[config.mk]
export PLATFORM = sky130hd
export DESIGN_NAME = uart_tx_status
export DESIGN_NICKNAME = d
export VERILOG_FILES = /design/src/rtl/uart_txs_pkg.sv /design/src/rtl/txs_empty_tracker.sv /design/src/rtl/txs_irq_ctrl.sv /design/src/rtl/txs_line_status.sv /design/src/rtl/uart_tx_status.sv
export SDC_FILE = /design/constraint.sdc
export NUM_CORES = 1
export LEC_CHECK = 0
export CORE_MARGIN = 8
export CORE_UTILIZATION = 35
export DETAILED_ROUTE_END_ITERATION = 6
export PLACE_DENSITY = 0.74
export SETUP_SLACK_MARGIN = 0.4
export SYNTH_ARGS = -nofsm -noshare
export SYNTH_HDL_FRONTEND = slang
export SYNTH_SLANG_ARGS = --single-unit
[constraint.sdc]
create_clock -name clk -period 2.9 [get_ports clk]
set_input_delay 0.725 -clock clk [delete_from_list [all_inputs] [get_ports clk]]
set_output_delay 0.725 -clock clk [all_outputs]
set_load 0.05 [all_outputs]
[src/rtl/uart_txs_pkg.sv]
package uart_txs_pkg;

  localparam logic [3:0] CODE_TX_EMPTY = 4'h2;
  localparam logic [3:0] CODE_NONE     = 4'h1;

  // Hold length in baud ticks: start bit, data bits, optional parity and
  // an optional second stop bit; the last stop bit is left out.
  function automatic int unsigned hold_ticks(input int unsigned ovs,
                                             input logic [1:0] wlen,
                                             input logic par_en,
                                             input logic stop2);
    return ovs * (6 + int'(wlen) + int'(par_en) + int'(stop2));
  endfunction

endpackage

[src/rtl/txs_empty_tracker.sv]
module txs_empty_tracker
  import uart_txs_pkg::*;
#(
  parameter int LVL_W = 5,
  parameter int CNT_W = 8,
  parameter int OVS   = 16
) (
  input  logic             clk,
  input  logic             rst,
  input  logic             fifo_en,
  input  logic [LVL_W-1:0] tx_level,
  input  logic             baud_tick,
  input  logic [1:0]       wlen,
  input  logic             par_en,
  input  logic             stop2,
  output logic             empty_q,
  output logic             empty_d
);

  logic             wait_q, wait_d;
  logic             multi_q, multi_d;
  logic [CNT_W-1:0] cnt_q, cnt_d;
  logic             lvl_zero, lvl_two;
  logic [CNT_W-1:0] hold_len;

  assign lvl_zero = (tx_level == '0);
  assign lvl_two  = (tx_level >= LVL_W'(2));
  assign hold_len = CNT_W'(hold_ticks(OVS, wlen, par_en, stop2));

  always_comb begin
    empty_d = empty_q;
    wait_d  = wait_q;
    cnt_d   = cnt_q;
    if (!fifo_en) begin
      empty_d = lvl_zero;
      wait_d  = 1'b0;
      cnt_d   = '0;
    end else if (!lvl_zero) begin
      empty_d = 1'b0;
      wait_d  = 1'b0;
      cnt_d   = '0;
    end else if (!empty_q) begin
      if (!wait_q) begin
        if (multi_q) begin
          empty_d = 1'b1;
        end else begin
          wait_d = 1'b1;
          cnt_d  = '0;
        end
      end else if (baud_tick) begin
        if (cnt_q >= hold_len - CNT_W'(1)) begin
          empty_d = 1'b1;
          wait_d  = 1'b0;
          cnt_d   = '0;
        end else begin
          cnt_d = cnt_q + CNT_W'(1);
        end
      end
    end
  end

  always_comb begin
    multi_d = multi_q;
    if (empty_d && !empty_q) multi_d = 1'b0;
    else if (lvl_two)        multi_d = 1'b1;
  end

  always_ff @(posedge clk) begin
    if (rst) begin
      empty_q <= 1'b1;
      wait_q  <= 1'b0;
      cnt_q   <= '0;
      multi_q <= 1'b0;
    end else begin
      empty_q <= empty_d;
      wait_q  <= wait_d;
      cnt_q   <= cnt_d;
      multi_q <= multi_d;
    end
  end


  level_clears_chk: assert property (@(posedge clk) disable iff (rst)
    (fifo_en && tx_level != '0) |=> !empty_q);

  multi_fast_chk: assert property (@(posedge clk) disable iff (rst)
    (fifo_en && lvl_zero && multi_q && !empty_q) |=> empty_q);

  hold_no_tick_chk: assert property (@(posedge clk) disable iff (rst)
    (fifo_en && lvl_zero && wait_q && !baud_tick && !empty_q) |=> !empty_q);

  legacy_follow_chk: assert property (@(posedge clk) disable iff (rst)
    !fifo_en |=> (empty_q == $past(tx_level == '0)));

endmodule

[src/rtl/txs_irq_ctrl.sv]
module txs_irq_ctrl
  import uart_txs_pkg::*;
(
  input  logic       clk,
  input  logic       rst,
  input  logic       fifo_en,
  input  logic       tx_irq_en,
  input  logic       hold_wr,
  input  logic       id_rd,
  input  logic       empty_q,
  input  logic       empty_d,
  output logic       irq_q,
  output logic [3:0] code_q
);

  logic pend_q, pend_d;
  logic fen_q, ien_q;
  logic set_ev, clr_ev;

  assign set_ev = (empty_d && !empty_q)
                || (fifo_en != fen_q)
                || (tx_irq_en && !ien_q && empty_q);
  assign clr_ev = hold_wr || id_rd;

  always_comb begin
    pend_d = pend_q;
    if (set_ev)      pend_d = 1'b1;
    else if (clr_ev) pend_d = 1'b0;
  end

  always_ff @(posedge clk) begin
    if (rst) begin
      pend_q <= 1'b0;
      fen_q  <= fifo_en;
      ien_q  <= tx_irq_en;
      irq_q  <= 1'b0;
      code_q <= CODE_NONE;
    end else begin
      pend_q <= pend_d;
      fen_q  <= fifo_en;
      ien_q  <= tx_irq_en;
      irq_q  <= pend_d && tx_irq_en;
      code_q <= (pend_d && tx_irq_en) ? CODE_TX_EMPTY : CODE_NONE;
    end
  end


  empty_rise_pend_chk: assert property (@(posedge clk) disable iff (rst)
    (empty_d && !empty_q) |=> pend_q);

  fen_toggle_chk: assert property (@(posedge clk) disable iff (rst)
    (fifo_en != fen_q) |=> pend_q);

  masked_irq_chk: assert property (@(posedge clk) disable iff (rst)
    !tx_irq_en |=> !irq_q);

endmodule

[src/rtl/txs_line_status.sv]
module txs_line_status #(
  parameter int LVL_W = 5
) (
  input  logic             clk,
  input  logic             rst,
  input  logic             empty_d,
  input  logic             tsr_busy,
  input  logic [LVL_W-1:0] rx_level,
  input  logic [LVL_W-1:0] rx_err_cnt,
  output logic             ready_q,
  output logic             idle_q,
  output logic             err_q
);

  always_ff @(posedge clk) begin
    if (rst) begin
      ready_q <= 1'b0;
      idle_q  <= 1'b1;
      err_q   <= 1'b0;
    end else begin
      ready_q <= (rx_level != '0);
      idle_q  <= empty_d && !tsr_busy;
      err_q   <= (rx_err_cnt != '0);
    end
  end


  busy_not_idle_chk: assert property (@(posedge clk) disable iff (rst)
    tsr_busy |=> !idle_q);

  rx_ready_chk: assert property (@(posedge clk) disable iff (rst)
    (rx_level != '0) |=> ready_q);

endmodule

[src/rtl/uart_tx_status.sv]
module uart_tx_status
  import uart_txs_pkg::*;
#(
  parameter int DEPTH = 16,
  parameter int OVS   = 16
) (
  input  logic                         clk,
  input  logic                         rst,
  input  logic                         fifo_en,
  input  logic                         tx_irq_en,
  input  logic                         hold_wr,
  input  logic                         id_rd,
  input  logic [$clog2(DEPTH+1)-1:0]   tx_level,
  input  logic                         tsr_busy,
  input  logic                         baud_tick,
  input  logic [1:0]                   wlen,
  input  logic                         par_en,
  input  logic                         stop2,
  input  logic [$clog2(DEPTH+1)-1:0]   rx_level,
  input  logic [$clog2(DEPTH+1)-1:0]   rx_err_cnt,
  output logic                         irq,
  output logic [3:0]                   irq_code,
  output logic                         rx_ready,
  output logic                         tx_empty,
  output logic                         tx_idle,
  output logic                         rx_error
);

  localparam int LVL_W     = $clog2(DEPTH + 1);
  localparam int MAX_TICKS = OVS * 11;
  localparam int CNT_W     = $clog2(MAX_TICKS + 1);

  logic empty_q, empty_d;

  txs_empty_tracker #(.LVL_W(LVL_W), .CNT_W(CNT_W), .OVS(OVS)) u_track (
    .clk(clk), .rst(rst), .fifo_en(fifo_en), .tx_level(tx_level),
    .baud_tick(baud_tick), .wlen(wlen), .par_en(par_en), .stop2(stop2),
    .empty_q(empty_q), .empty_d(empty_d)
  );

  txs_irq_ctrl u_irq (
    .clk(clk), .rst(rst), .fifo_en(fifo_en), .tx_irq_en(tx_irq_en),
    .hold_wr(hold_wr), .id_rd(id_rd), .empty_q(empty_q), .empty_d(empty_d),
    .irq_q(irq), .code_q(irq_code)
  );

  txs_line_status #(.LVL_W(LVL_W)) u_stat (
    .clk(clk), .rst(rst), .empty_d(empty_d), .tsr_busy(tsr_busy),
    .rx_level(rx_level), .rx_err_cnt(rx_err_cnt),
    .ready_q(rx_ready), .idle_q(tx_idle), .err_q(rx_error)
  );

  assign tx_empty = empty_q;

endmodule

=== Yosys cells after proc, flatten, opt, wreduce, memory -nomap -nowiden ===
Cells that the tools add are included.
Widths: inputs -> output; s select.

* Register bits after elaboration: 22
* Output and inout port bits: 9
* Word-level logic and storage cells: 60

* Add/subtract/negate cells: 5
* Magnitude comparators: 2
* Equal/unequal tests: 3
* Mux-type cells: 18
* Bitwise logic cells: 3
* Reductions and logical operators: 17

{| class="wikitable"
|+ Operators with widths
! cell !! number
|-
| $mux 8 || 4
|-
| $mux 1 || 13
|-
| $reduce_bool 5->1 || 2
|-
| $add 4x1->4 || 2
|-
| $add 8x1->8 const B || 1
|-
| $ge 8x8->1 || 1
|-
| $sub 8x1->8 const B || 1
|-
| $ge 5x2->1 const B || 1
|-
| $logic_and 1x1->1 || 5
|-
| $logic_not 5->1 || 1
|-
| $add 3x2->4 const A || 1
|-
| $logic_not 1->1 || 3
|-
| $logic_or 1x1->1 || 3
|-
| $not 1->1 || 3
|-
| $reduce_and 3->1 || 1
|-
| $reduce_or 3->1 || 1
|-
| $mux 2 || 1
|-
| $ne 2x1->1 const B || 1
|-
| $ne 2x2->1 const B || 1
|-
| $reduce_or 2->1 || 1
|-
| $ne 1x1->1 || 1
|}

=== Logic depth before layout (Yosys ltp) ===
* Depth after elaboration: 17
* Gate-level depth with buffers: 9
* Mapped depth without buffers: 9

=== Cells and area by module ===
A second synthesis with hierarchy kept.

* Cell total of the unflattened synthesis: 113
* Area, all modules: 1,012.2 um^2

{| class="wikitable"
|+ By module, submodules not included
! module !! times used !! cells each !! area an instance (um^2) !! seq. area each (um^2)
|-
| txs_empty_tracker || 1 || 86 || 721.9 || 220.2
|-
| txs_irq_ctrl || 1 || 16 || 191.4 || 100.1
|-
| txs_line_status || 1 || 11 || 98.8 || 60.1
|}

=== Least setup slack after synthesis ===
No wires, ideal clock.

* Path kind: input -> register
* Start point: input port wlen[0]
* End point: register u_irq.code_q[0]
* Library setup time: 0.120 ns
* Arrival: 3.029 ns
* Slack: -0.249 ns
* Stages on the path: 9
* Path buffers: 0
* Cell sequence: fa_1 > fa_1 > inv_1 > ha_1 > nand4_1 > or2_4 > a311oi_2 > a211oi_2 > a211o_1

* Longest elaborated chain between the ends: 17

{| class="wikitable"
|+ Ends and longest elaborated chain
! what !! line !! source
|-
| start, declared || uart_tx_status.sv:16 || <nowiki>input logic [1:0] wlen,</nowiki>
|-
| $add 3x2->4 || uart_txs_pkg.sv:12 || <nowiki>return ovs * (6 + int'(wlen) + int'(par_en) + int'(stop2));</nowiki>
|-
| $add 4x1->4 (2 in a row) || uart_txs_pkg.sv:12 ||
|-
| $sub 8x1->8 || txs_empty_tracker.sv:51 || <nowiki>if (cnt_q >= hold_len - CNT_W'(1)) begin</nowiki>
|-
| $ge 8x8->1 || txs_empty_tracker.sv:51 ||
|-
| $mux 1 || txs_empty_tracker.sv:51 ||
|-
| $mux 1 || txs_empty_tracker.sv:50 || <nowiki>end else if (baud_tick) begin</nowiki>
|-
| $mux 1 || txs_empty_tracker.sv:43 || <nowiki>if (!wait_q) begin</nowiki>
|-
| $mux 1 || txs_empty_tracker.sv:42 || <nowiki>end else if (!empty_q) begin</nowiki>
|-
| $mux 1 || txs_empty_tracker.sv:38 || <nowiki>end else if (!lvl_zero) begin</nowiki>
|-
| $mux 1 || txs_empty_tracker.sv:34 || <nowiki>if (!fifo_en) begin</nowiki>
|-
| $logic_and 1x1->1 || txs_irq_ctrl.sv:20 || <nowiki>assign set_ev = (empty_d && !empty_q)</nowiki>
|-
| $logic_or 1x1->1 || txs_irq_ctrl.sv:21 || <nowiki>|| (fifo_en != fen_q)</nowiki>
|-
| $logic_or 1x1->1 || txs_irq_ctrl.sv:22 || <nowiki>|| (tx_irq_en && !ien_q && empty_q);</nowiki>
|-
| $mux 1 || txs_irq_ctrl.sv:27 || <nowiki>if (set_ev) pend_d = 1'b1;</nowiki>
|-
| $logic_and 1x1->1 || txs_irq_ctrl.sv:43 || <nowiki>code_q <= (pend_d && tx_irq_en) ? CODE_TX_EMPTY : CODE_NONE;</nowiki>
|-
| $mux 2 || txs_irq_ctrl.sv:43 ||
|-
| end signal, assigned || txs_irq_ctrl.sv:43 ||
|-
| end, declared || txs_irq_ctrl.sv:13 || <nowiki>output logic [3:0] code_q</nowiki>
|}

No other way between the ends.
A chain may end at the register's enable or synchronous reset.

=== Final worst setup path ===
* Start point: input port par_en
* End point: register u_irq.code_q[0]

* Longest elaborated chain between the ends: 16

{| class="wikitable"
|+ Ends and longest elaborated chain
! what !! line !! source
|-
| start, declared || uart_tx_status.sv:17 || <nowiki>input logic par_en,</nowiki>
|-
| $add 4x1->4 (2 in a row) || uart_txs_pkg.sv:12 ||
|-
| $sub 8x1->8 || txs_empty_tracker.sv:51 ||
|-
| $ge 8x8->1 || txs_empty_tracker.sv:51 ||
|-
| $mux 1 || txs_empty_tracker.sv:51 ||
|-
| $mux 1 || txs_empty_tracker.sv:50 ||
|-
| $mux 1 || txs_empty_tracker.sv:43 ||
|-
| $mux 1 || txs_empty_tracker.sv:42 ||
|-
| $mux 1 || txs_empty_tracker.sv:38 ||
|-
| $mux 1 || txs_empty_tracker.sv:34 ||
|-
| $logic_and 1x1->1 || txs_irq_ctrl.sv:20 ||
|-
| $logic_or 1x1->1 || txs_irq_ctrl.sv:21 ||
|-
| $logic_or 1x1->1 || txs_irq_ctrl.sv:22 ||
|-
| $mux 1 || txs_irq_ctrl.sv:27 ||
|-
| $logic_and 1x1->1 || txs_irq_ctrl.sv:43 ||
|-
| $mux 2 || txs_irq_ctrl.sv:43 ||
|}

No other way between the ends.

==> impl_summary.log <==
INFO  metric report.final.setup_viol = 7
INFO  metric insertedDiodeCount = 0
INFO  metric netlist_instances = between 100 and 150
INFO  metric synth-main-ff-cell = sky130_fd_sc_hd__dfxtp_1
INFO  metric synth-async-reset-ratio = 0%
INFO  metric synth-seq-cells = 19
INFO  metric num-fill-cells = approximately 270
INFO  metric worstPathMaxFanout = 3
INFO  metric synth_compound_gate_area_share = between 10% and 20%
INFO  metric combinational_family_with_the_most_area_after_synthesis = simple AND/OR/NAND/NOR gates
INFO  metric dp_hpwl = between 2000 and 2500 um
INFO  metric share_of_synthesized_area_occupied_by_flip_flops_and_latches = between 30% and 40%
INFO  metric synth_xor_area_share = less than 1%
INFO  metric post_synth_and_or_nand_nor_area_fraction = roughly 28%
INFO  metric post_synth_fa_ha_maj_area_fraction = under 10%
INFO  metric number_of_buffers_created_by_cts = 3
INFO  metric core.rowCount = 20
INFO  metric area_of_placed_instances = about 1400 um^2
INFO  metric drtIter0Drc = 48
INFO  metric die_w = around 71 um
INFO  metric peakVddDrop = between 0.0001 and 0.00015 V
INFO  metric violations = negative setup slack
INFO  metric post-synth-top-area-cell = sky130_fd_sc_hd__dfxtp_1
INFO  metric yosys.cell_types.count = ~40
INFO  metric synth_enable_flop_cells = 0
INFO  metric nets = 201
INFO  metric drive_above_1_share = 24.7%
INFO  metric clk_pin_slew = 0.12 ns
INFO  metric portBuffers = 33
INFO  metric power_density_relative_to_cell_area = roughly 360 nW/um^2
INFO  metric final_cell_area = roughly 1600 um^2
INFO  metric dpl.cell_count = 190
INFO  metric cts.sinks = 19
INFO  metric detail_route.first_pass.iterations = 4
INFO  metric slew_headroom = about two thirds
INFO  metric wl = a little under 3000 um
INFO  metric seq_power_share = 48.6%
INFO  metric slew_violations = 0
INFO  metric cap_viol_max_count = 0
INFO  metric layoutNonFillerInstCount = ~200
INFO  metric synthDominantCellAreaShare = between 30% and 40%
INFO  metric fin_setup_tns = -0.226 ns
INFO  metric cts.path.max_buffers = 2
INFO  metric grt_first_pass_wirelength = 4930 um
INFO  metric yosys_warnings = 0
INFO  metric power_switching = approximately 170 uW
INFO  metric timing.final.crit_period = just under 3 ns
INFO  metric cts-root-buf = sky130_fd_sc_hd__clkbuf_4
INFO  metric num_io_pins = 36
INFO  metric worstSkewPairLatency = slightly above 0.3 ns
INFO  metric antenna_found_initial = 0
INFO  metric wl_cell = roughly 15 um
INFO  metric timing.fmax = 0.339 GHz
INFO  metric synthMuxAreaShare = 0%
INFO  metric power.combinational.fraction = between 20% and 30%
INFO  metric design.die.area = approximately 5000 um^2
INFO  metric tritoncts_clock_tree = done
INFO  metric hold_path_class = reg -> reg
INFO  metric route.antenna.remaining_nets = 0
INFO  metric worst_slew_pin_slew = about 0.51 ns
INFO  metric global_route.overflow_total = 0
INFO  metric initial_core_utilization = between 30 and 40%
INFO  metric first_global_vias = 1159
INFO  metric worst_endpoint_required_time = approximately 3.1 ns
INFO  metric worstPathArrival = approximately 3.2 ns
INFO  metric crit_type = in -> reg
INFO  metric die_h = just over 70 um
INFO  metric cell_internal_pwr = between 300 and 400 uW
INFO  metric synthesis.area = around 1000 um^2
INFO  metric htree_levels = 1
INFO  metric result_of_the_run = complete, but fails checks
INFO  metric timing_hold_violations_final = 0
INFO  metric most_common_library_cell_in_the_layout_ignoring_fill_and_taps = sky130_fd_sc_hd__clkdlybuf4s50_1
INFO  metric dr_total_vias = about 1.1k
INFO  metric startpoint_type = input port
INFO  metric setup_ws = -0.0462 ns
INFO  metric grt_setup_unrepaired = true
INFO  metric swShare = a little under 30%
INFO  metric routabilityCongestion = 0.815
INFO  metric drc = 0
INFO  metric synthesized_area_divided_by_synthesized_cell_count = 8.64 um^2
INFO  metric area_growth = 50.8%
INFO  metric setup.worst_path.end_class = flip-flop
INFO  metric post-route-period-util = 102%
INFO  metric via_per_inst = about 5.5
INFO  metric final_cell_mix = sky130_fd_sc_hd__clkdlybuf4s50_1, sky130_fd_sc_hd__dfxtp_1, sky130_fd_sc_hd__nor2_1
INFO  metric clock_power_share = between 20% and 30%
INFO  metric synth.top_cells.by_area = sky130_fd_sc_hd__dfxtp_1, sky130_fd_sc_hd__ha_1, sky130_fd_sc_hd__nor2_1
INFO  metric grt_max_degree = 12
INFO  metric fin_util = 53.4%
INFO  metric maximum_clock_skew_at_final_layout = 0.00699 ns
INFO  metric gr-usage-all-layers = about an eighth
INFO  metric power_leakage = just under 0.0006 uW
INFO  metric core-area = 2950 um^2
==> registers in the layout, summed over array words and instances, names as in the netlist <==
register and cells:
u_irq.code_q 1, u_irq.fen_q 1, u_irq.ien_q 1, u_irq.irq_q 1
u_irq.pend_q 1, u_stat.err_q 1, u_stat.idle_q 1, u_stat.ready_q 1
u_track.cnt_q 8, u_track.empty_q 1, u_track.multi_q 1, u_track.wait_q 1
==> cell type report <==
type | instances | area (um^2) | share of cell area, %
sequential | 19 | 380 | 24.1
inverter | 3 | 11.3 | 0.714
tap | 33 | 41.3 | 2.62
multi-input combinational | 96 | 701 | 44.4
clock inverter | 1 | 5.00 | 0.317
clock buffer | 3 | 22.5 | 1.43
timing repair buffer | 44 | 417 | 26.4
==> stage by stage <==
step                setup slack, ns  hold WS, ns  total power (uW)
floorplan                    -0.185        0.449               352
global placement             -0.726        0.459               408
detailed placement           -0.791        0.464               413
CTS                          -0.139        0.479               561
global route                 -0.105        0.512               593
finish                      -0.0462        0.489               566
==> kinds of logic (layout without fill, tap and decap cells) <==
logic type / after synthesis / count (layout)
other cells: 1 / 2
simple gates: 55 / 55
compound gates: 31 / 31
flops: 19 / 19
buf+inv: 7 / 51
fa+ha+maj: 7 / 7
xor+xnor: 1 / 1
==> cell usage after synthesis (3+ instances only) <==
cell type,n
sky130_fd_sc_hd__and2_1,3
sky130_fd_sc_hd__nand4b_1,3
sky130_fd_sc_hd__o21ai_0,3
sky130_fd_sc_hd__ha_1,5
sky130_fd_sc_hd__nor2_1,16
sky130_fd_sc_hd__buf_4,3
sky130_fd_sc_hd__inv_1,3
sky130_fd_sc_hd__nor3_1,8
sky130_fd_sc_hd__nand3b_1,3
sky130_fd_sc_hd__dfxtp_1,19
sky130_fd_sc_hd__a21oi_1,11
sky130_fd_sc_hd__nand3_1,4
sky130_fd_sc_hd__nand2_1,8
==> per-layer routing <==
metal	share of wire [%]	global-route usage (%)
met2	53	22.5
met5	0	0
met1	41	11.9
met4	2.1	6.70
met3	3.9	2.54
==> worst paths after layout <==
| check | slack (ns) | to | cells past startpoint | start |
|---|---|---|---|---|
| worst min-delay path | 0.49 | u_track.cnt_q[1] | 2 | u_track.cnt_q[1] |
| worst min register to register | 0.49 | u_track.cnt_q[1] | 2 | u_track.cnt_q[1] |
| worst max register to register | 1.04 | u_track.cnt_q[7] | 8 | u_track.cnt_q[4] |
| worst max-delay path | -0.05 | u_irq.code_q[0] | 10 | par_en |
==> worst max-delay path, stage by stage <==
cell                       delay (ns)
sky130_fd_sc_hd__buf_6           0.10
sky130_fd_sc_hd__fa_1            0.51
sky130_fd_sc_hd__fa_2            0.55
sky130_fd_sc_hd__inv_2           0.05
sky130_fd_sc_hd__ha_4            0.27
sky130_fd_sc_hd__nand4_1         0.11
sky130_fd_sc_hd__or2_4           0.27
sky130_fd_sc_hd__a311oi_4        0.24
sky130_fd_sc_hd__a211oi_2        0.08
sky130_fd_sc_hd__a211o_1         0.26
==> power by group through the flow <==
stage,combinational [uW],clock [uW],sequential (uW)
floorplan,54.6,0,298
global route,161,155,277
global placement,128,0,281
detailed placement,132,0,281
finish,152,139,275
CTS,146,140,275
==> what timing repair did <==
item	in CTS	in global routing
buffers inserted	5	0
resized for setup	24	8
setup endpoints to repair	15	16
hold buffers	0	0
pin swaps	12	13
No activity file was read; power rests on OpenSTA's default activity.
